File: src/rtl/lvl_irq_pkg.sv
package lvl_irq_pkg;

  localparam int OFS_W = 16;

  localparam logic [OFS_W-1:0] OFS_STAT0 = 16'h0000;
  localparam logic [OFS_W-1:0] OFS_STAT1 = 16'h0004;
  localparam logic [OFS_W-1:0] OFS_STEER = 16'h0020;
  localparam logic [OFS_W-1:0] OFS_RAW   = 16'h0030;
  localparam logic [OFS_W-1:0] OFS_SET   = 16'h0034;
  localparam logic [OFS_W-1:0] OFS_CLR   = 16'h0038;

  typedef enum logic [2:0] {
    SEL_NONE,
    SEL_STAT0,
    SEL_STAT1,
    SEL_STEER,
    SEL_RAW,
    SEL_SET,
    SEL_CLR
  } reg_sel_e;

  function automatic reg_sel_e decode_ofs(input logic [OFS_W-1:0] ofs);
    reg_sel_e s;
    case (ofs)
      OFS_STAT0: s = SEL_STAT0;
      OFS_STAT1: s = SEL_STAT1;
      OFS_STEER: s = SEL_STEER;
      OFS_RAW:   s = SEL_RAW;
      OFS_SET:   s = SEL_SET;
      OFS_CLR:   s = SEL_CLR;
      default:   s = SEL_NONE;
    endcase
    return s;
  endfunction

endpackage

File: src/rtl/irq_bus_decode.sv
module irq_bus_decode
  import lvl_irq_pkg::*;
#(
  parameter int N_SRC = 32
) (
  input  logic [OFS_W-1:0] ofs,
  input  logic             wr,
  input  logic [N_SRC-1:0] wdata,
  output reg_sel_e         sel,
  output logic [N_SRC-1:0] set_bits,
  output logic [N_SRC-1:0] clr_bits,
  output logic             steer_we
);

  always_comb begin
    sel      = decode_ofs(ofs);
    set_bits = '0;
    clr_bits = '0;
    steer_we = 1'b0;
    if (wr) begin
      case (sel)
        SEL_SET:   set_bits = wdata;
        SEL_CLR:   clr_bits = wdata;
        SEL_STEER: steer_we = 1'b1;
        default:   ;
      endcase
    end
  end

endmodule

File: src/rtl/irq_mask_bank.sv
module irq_mask_bank #(
  parameter int N_SRC = 32
) (
  input  logic             clk,
  input  logic             rst,
  input  logic [N_SRC-1:0] set_bits,
  input  logic [N_SRC-1:0] clr_bits,
  input  logic             steer_we,
  input  logic [N_SRC-1:0] steer_wd,
  output logic [N_SRC-1:0] mask_q,
  output logic [N_SRC-1:0] steer_q
);

  for (genvar i = 0; i < N_SRC; i++) begin : g_bit
    logic en_q;
    always_ff @(posedge clk) begin
      if (rst)              en_q <= 1'b0;
      else if (clr_bits[i]) en_q <= 1'b0;
      else if (set_bits[i]) en_q <= 1'b1;
    end
    assign mask_q[i] = en_q;
  end

  always_ff @(posedge clk) begin
    if (rst)           steer_q <= '0;
    else if (steer_we) steer_q <= steer_wd;
  end

  assert_set_bits_R2: assert property (@(posedge clk) disable iff (rst)
    (|(set_bits & ~clr_bits)) |=>
      ((mask_q & $past(set_bits & ~clr_bits)) == $past(set_bits & ~clr_bits)));

  assert_clr_bits_R3: assert property (@(posedge clk) disable iff (rst)
    (|clr_bits) |=> ((mask_q & $past(clr_bits)) == '0));

  assert_untouched_R2: assert property (@(posedge clk) disable iff (rst)
    ((set_bits | clr_bits) == '0) |=> $stable(mask_q));

endmodule

File: src/rtl/irq_level_route.sv
module irq_level_route #(
  parameter int N_SRC   = 32,
  parameter int GLB_BIT = N_SRC - 1
) (
  input  logic             clk,
  input  logic             rst,
  input  logic [N_SRC-1:0] irq_in,
  input  logic [N_SRC-1:0] mask_q,
  input  logic [N_SRC-1:0] steer_q,
  output logic [N_SRC-1:0] raw_q,
  output logic [N_SRC-1:0] stat0_q,
  output logic [N_SRC-1:0] stat1_q,
  output logic [1:0]       irq_out
);

  logic [N_SRC-1:0] live;
  logic [N_SRC-1:0] nxt0;
  logic [N_SRC-1:0] nxt1;

  always_comb begin
    live = mask_q[GLB_BIT] ? (raw_q & mask_q) : '0;
    nxt0 = live & ~steer_q;
    nxt1 = live & steer_q;
  end

  always_ff @(posedge clk) begin
    if (rst) begin
      raw_q   <= '0;
      stat0_q <= '0;
      stat1_q <= '0;
      irq_out <= '0;
    end else begin
      raw_q   <= irq_in;
      stat0_q <= nxt0;
      stat1_q <= nxt1;
      irq_out <= {|nxt1, |nxt0};
    end
  end

  assert_master_gate_R4: assert property (@(posedge clk) disable iff (rst)
    !mask_q[GLB_BIT] |=> (stat0_q == '0 && stat1_q == '0 && irq_out == 2'b00));

  assert_split_R5: assert property (@(posedge clk) disable iff (rst)
    (stat0_q & stat1_q) == '0);

  assert_within_mask_R5: assert property (@(posedge clk) disable iff (rst)
    1'b1 |=> (((stat0_q | stat1_q) & ~$past(mask_q)) == '0));

  assert_out_or_R6: assert property (@(posedge clk) disable iff (rst)
    (irq_out[0] == (|stat0_q)) && (irq_out[1] == (|stat1_q)));

endmodule

File: src/rtl/irq_read_port.sv
module irq_read_port
  import lvl_irq_pkg::*;
#(
  parameter int N_SRC = 32
) (
  input  logic             clk,
  input  logic             rst,
  input  logic             rd,
  input  logic             wr,
  input  reg_sel_e         sel,
  input  logic [N_SRC-1:0] stat0_q,
  input  logic [N_SRC-1:0] stat1_q,
  input  logic [N_SRC-1:0] steer_q,
  input  logic [N_SRC-1:0] raw_q,
  input  logic [N_SRC-1:0] mask_q,
  output logic [N_SRC-1:0] rdata_q,
  output logic             ack_q
);

  logic [N_SRC-1:0] mux;

  always_comb begin
    case (sel)
      SEL_STAT0:        mux = stat0_q;
      SEL_STAT1:        mux = stat1_q;
      SEL_STEER:        mux = steer_q;
      SEL_RAW:          mux = raw_q;
      SEL_SET, SEL_CLR: mux = mask_q;
      default:          mux = '0;
    endcase
  end

  always_ff @(posedge clk) begin
    if (rst) begin
      rdata_q <= '0;
      ack_q   <= 1'b0;
    end else begin
      ack_q   <= rd | wr;
      rdata_q <= rd ? mux : '0;
    end
  end

  assert_ack_follows_R10: assert property (@(posedge clk) disable iff (rst)
    (rd || wr) |=> ack_q);

  assert_ack_idle_R10: assert property (@(posedge clk) disable iff (rst)
    !(rd || wr) |=> !ack_q);

  assert_unmapped_zero_R9: assert property (@(posedge clk) disable iff (rst)
    (rd && sel == SEL_NONE) |=> (rdata_q == '0));

endmodule

File: src/rtl/lvl_irq_router.sv
module lvl_irq_router
  import lvl_irq_pkg::*;
#(
  parameter int N_SRC  = 32,
  parameter int ADDR_W = 8
) (
  input  logic              clk,
  input  logic              rst,
  input  logic [ADDR_W-1:0] bus_addr,
  input  logic              bus_wr,
  input  logic              bus_rd,
  input  logic [N_SRC-1:0]  bus_wdata,
  output logic [N_SRC-1:0]  bus_rdata,
  output logic              bus_ack,
  input  logic [N_SRC-1:0]  irq_in,
  output logic [1:0]        irq_out
);

  localparam int GLB_BIT = N_SRC - 1;

  reg_sel_e         sel;
  logic [N_SRC-1:0] set_bits;
  logic [N_SRC-1:0] clr_bits;
  logic             steer_we;
  logic [N_SRC-1:0] mask_q;
  logic [N_SRC-1:0] steer_q;
  logic [N_SRC-1:0] raw_q;
  logic [N_SRC-1:0] stat0_q;
  logic [N_SRC-1:0] stat1_q;

  irq_bus_decode #(.N_SRC(N_SRC)) u_dec (
    .ofs      (OFS_W'(bus_addr)),
    .wr       (bus_wr),
    .wdata    (bus_wdata),
    .sel      (sel),
    .set_bits (set_bits),
    .clr_bits (clr_bits),
    .steer_we (steer_we)
  );

  irq_mask_bank #(.N_SRC(N_SRC)) u_bank (
    .clk      (clk),
    .rst      (rst),
    .set_bits (set_bits),
    .clr_bits (clr_bits),
    .steer_we (steer_we),
    .steer_wd (bus_wdata),
    .mask_q   (mask_q),
    .steer_q  (steer_q)
  );

  irq_level_route #(.N_SRC(N_SRC), .GLB_BIT(GLB_BIT)) u_route (
    .clk     (clk),
    .rst     (rst),
    .irq_in  (irq_in),
    .mask_q  (mask_q),
    .steer_q (steer_q),
    .raw_q   (raw_q),
    .stat0_q (stat0_q),
    .stat1_q (stat1_q),
    .irq_out (irq_out)
  );

  irq_read_port #(.N_SRC(N_SRC)) u_rd (
    .clk     (clk),
    .rst     (rst),
    .rd      (bus_rd),
    .wr      (bus_wr),
    .sel     (sel),
    .stat0_q (stat0_q),
    .stat1_q (stat1_q),
    .steer_q (steer_q),
    .raw_q   (raw_q),
    .mask_q  (mask_q),
    .rdata_q (bus_rdata),
    .ack_q   (bus_ack)
  );

  assert_status_write_ignored_R9: assert property (@(posedge clk) disable iff (rst)
    (bus_wr && (sel == SEL_STAT0 || sel == SEL_STAT1 || sel == SEL_RAW))
      |=> ($stable(mask_q) && $stable(steer_q)));

endmodule

File: config.mk
export PLATFORM = sky130hd
export DESIGN_NAME = lvl_irq_router
export DESIGN_NICKNAME = d
export VERILOG_FILES = /design/src/rtl/lvl_irq_pkg.sv /design/src/rtl/irq_bus_decode.sv /design/src/rtl/irq_mask_bank.sv /design/src/rtl/irq_level_route.sv /design/src/rtl/irq_read_port.sv /design/src/rtl/lvl_irq_router.sv
export SDC_FILE = /design/constraint.sdc
export NUM_CORES = 1
export LEC_CHECK = 0
export BUFFER_PORTS_ARGS = -buffer_cell sky130_fd_sc_hd__buf_2
export CAP_MARGIN = 10
export CORE_MARGIN = 5
export CORE_UTILIZATION = 50
export DETAILED_ROUTE_END_ITERATION = 16
export GPL_TIMING_DRIVEN = 0
export MAX_ROUTING_LAYER = met4
export PLACE_DENSITY = 0.75
export SLEW_MARGIN = 20
export SYNTH_ARGS = -nofsm -noshare
export SYNTH_HDL_FRONTEND = slang
export SYNTH_SLANG_ARGS = --single-unit
File: constraint.sdc
create_clock -name clk -period 1.7 [get_ports clk]
set_clock_uncertainty 0.05 [all_clocks]
set_input_delay 0.255 -clock clk [delete_from_list [all_inputs] [get_ports clk]]
set_output_delay 0.255 -clock clk [all_outputs]
set_load 0.02 [all_outputs]
==> impl_metrics.toml <==
[status]
status = "complete, no violations"

[critical_path]
slowest_stage = "or4_4"
crit_chain = "buf_2 > or4_4 > nor4_4 > buf_4 > buf_4 > a22oi_1 > a21oi_1"
reg2reg_slack_ps = 90
cp.required_ps = 1990
worst_setup_path_end_kind = "flip-flop"
r2r_start = "u_bank.g_bit[31].en_q$_SDFFE_PP0P_"
r2r-end = "u_route.irq_out[1]$_SDFF_PP0_"
worst_path_most_repeated_cell = "buf_4"
worst-endpoint-arrival_ps = 1980
critPathMaxFanout = 10
ff2ff_path_depth = 3
worstSetupPathType = "in -> reg"
slowest_delay_ps = 630
startpoint_type = "input port"

[route]
firstDrtPassIters = 7
vias_per_cell = 5.99
drt_iter0_markers = 922
avgRoutedWirePerCell_microns = 19.6
route.detailed.drc = 0
drtAntennaViolNets = 0
via_count = 6634
routed_wl_mm = 21.7

[power_and_ir_drop]
powerDensity_mw_per_mm2 = 1040
vdd_drop_max_uv = 970
power.leakage_nw = 3.28

[cells_and_area]
utilization = 0.664
area_growth_pct = 30.2
antenna-diode-count = 0
drive_above_1_share = 0.229
final_common_cell = "dfxtp_1"
nets = 991
finish.instance_area_sq_mm = 0.00921
mostFrequentLayoutCells = "dfxtp_1, buf_2, a21oi_1, nand2_1, dlygate4sd3_1"

[grt]
grt_pass1_vias = 6350
grt_first_pass_wirelength_mm = 33.3
grt_max_degree = 17
grt_antenna_before_repair = 0
track_usage = 0.270
grt-ovfl-total = 0

[logic_synthesis]
synth-edff-count = 0
netlist_instances = 725
syn_area_sq_mm = 0.00708
ys.flop_type = "dfxtp_1"
synth-warning-count = 0
synthArstFlopShare = 0
synth-seq-area-share = 0.552
yosys_register_bits = 195
syn_avg_cell_area_sq_um = 9.76
synth_cell_types = 37
synth_nets = 801

[timing]
fin_crit_sh = 0.993
min_period_ps = 1690
setup_tns_ps = 0
max_slew_margin = 0.420
hold_viol_final = 0
setup_violations = 0
worst_slew_pin_slew_ps = 870
drv_slew = 0
timing.fmax_ghz = 0.592
hold-worst-slack_ps = 0.0993

[clocking]
cts_max_level = 4
clockRootBuffer = "clkbuf_16"
clock_sinks = 195
cts_made_buffers = 17
path_clk_slew_ps = 70
cts_buffer_depth = 2
clock_latency_ps = 440
tritoncts = "done"

[job]
cap_violations = 0

[placement]
dp_hpwl_mm = 14.3
place_area_sq_mm = 0.00785
finalWeightedCongestion = 0.889
portBuffers = 108

[min_path]
min_from = "irq_in[13]"
hold_end = "u_route.raw_q[13]$_SDFF_PP0_"
hold_class = "in -> reg"
whs_path_depth = 2

[floorplanning]
chipWidth_microns = 129
rows = 43
start_util = 0.510
ioPinCount = 111
core_area_sq_mm = 0.0139
die_h_microns = 129
dieArea_sq_mm = 0.0166
==> cell families after synthesis <==
kind of cell / Yosys count / share of synthesized area
AO/OA/AOI/OAI: 205 / 0.215
XOR/XNOR: 1 / 0.00124
buffers and inverters: 59 / 0.0375
flip-flops: 195 / 0.552
AND/OR/NAND/NOR: 265 / 0.194
==> registers in the layout, summed over array words and instances (netlist names) <==
register	cells
u_route.irq_out	2
u_rd.rdata_q	32
u_bank.steer_q	32
u_rd.ack_q	1
u_route.stat1_q	32
u_bank.g_bit.en_q	32
u_route.raw_q	32
u_route.stat0_q	32
==> synth_stat cells, drive strengths merged (2+ instances only) <==
cell | n | area share
a21oi | 94 | 0.067
a31oi | 6 | 0.0053
o2111ai | 2 | 0.0025
a22oi | 36 | 0.038
nor2 | 55 | 0.029
dfxtp | 195 | 0.55
o22ai | 2 | 0.0018
or3 | 2 | 0.0019
nand2b | 3 | 0.0027
a222oi | 28 | 0.040
nor4 | 6 | 0.012
nand3 | 32 | 0.023
clkbuf | 28 | 0.015
buf | 22 | 0.018
nand3b | 24 | 0.025
nor3 | 19 | 0.016
o221ai | 2 | 0.0025
inv | 9 | 0.0048
nor2b | 32 | 0.028
nand4 | 11 | 0.0097
nand2 | 77 | 0.041
a211oi | 32 | 0.055
==> critical path, delay by kind of cell <==
kind	cells	cell delay, ps
and+or+nand+nor	2	850
AOI/OAI and AO/OA	2	360
buffers and inverters	3	510
==> report_power, final <==
part,switching [W],internal [W]
registers,0.0000421,0.00461
logic,0.000194,0.000198
clock network,0.00174,0.00280
total,0.00198,0.00761
==> timing repair <==
item,in CTS,in global routing
pin swaps,3,4
hold buffers,59,0
hold endpoints to repair,59,0
buffers inserted,3,1
endpoints found under the setup margin,72,53
gates resized for setup,13,16
==> layer usage <==
metal	wire (microns)	vias up	track usage
li1	-	3022	-
met1	8670	3157	0.327
met2	10200	386	0.434
met3	2030	69	0.0569
met4	775	0	0.123
met5	0	-	-
==> worst max path at each step <==
stage	startpoint	endpoint	slack [ps]	depth (start not counted)
after floorplan	bus_addr[1]	u_rd.rdata_q[10]$_SDFF_PP0_	-20	5
after global placement	bus_addr[1]	u_rd.rdata_q[0]$_SDFF_PP0_	-560	6
after detailed placement	bus_addr[1]	u_rd.rdata_q[21]$_SDFF_PP0_	-560	6
after CTS	bus_addr[1]	u_rd.rdata_q[22]$_SDFF_PP0_	7	6
after global routing	bus_addr[6]	u_rd.rdata_q[14]$_SDFF_PP0_	-3	6
final	bus_addr[6]	u_rd.rdata_q[0]$_SDFF_PP0_	10	7
==> cell type report <==
| class | instances | area [sq um] |
|---|---|---|
| fill | 1061 | 4670 |
| sequential | 195 | 3900 |
| multi-input combinational | 471 | 2940 |
| timing repair buffer | 171 | 1160 |
| clock buffer | 19 | 443 |
| buffer | 50 | 273 |
| clock inverter | 12 | 229 |
| tap | 180 | 225 |
| inverter | 9 | 33.8 |
==> through the flow <==
step,total power [W],std cells,setup slack [ps]
floorplan,0.00485,725,-22.1
global placement,0.00503,1013,-564
detailed placement,0.00503,1013,-565
CTS,0.00959,1106,7.30
global route,0.00983,1107,-2.88
finish,0.00959,1107,12.0
(Power assumes the default switching activity.)
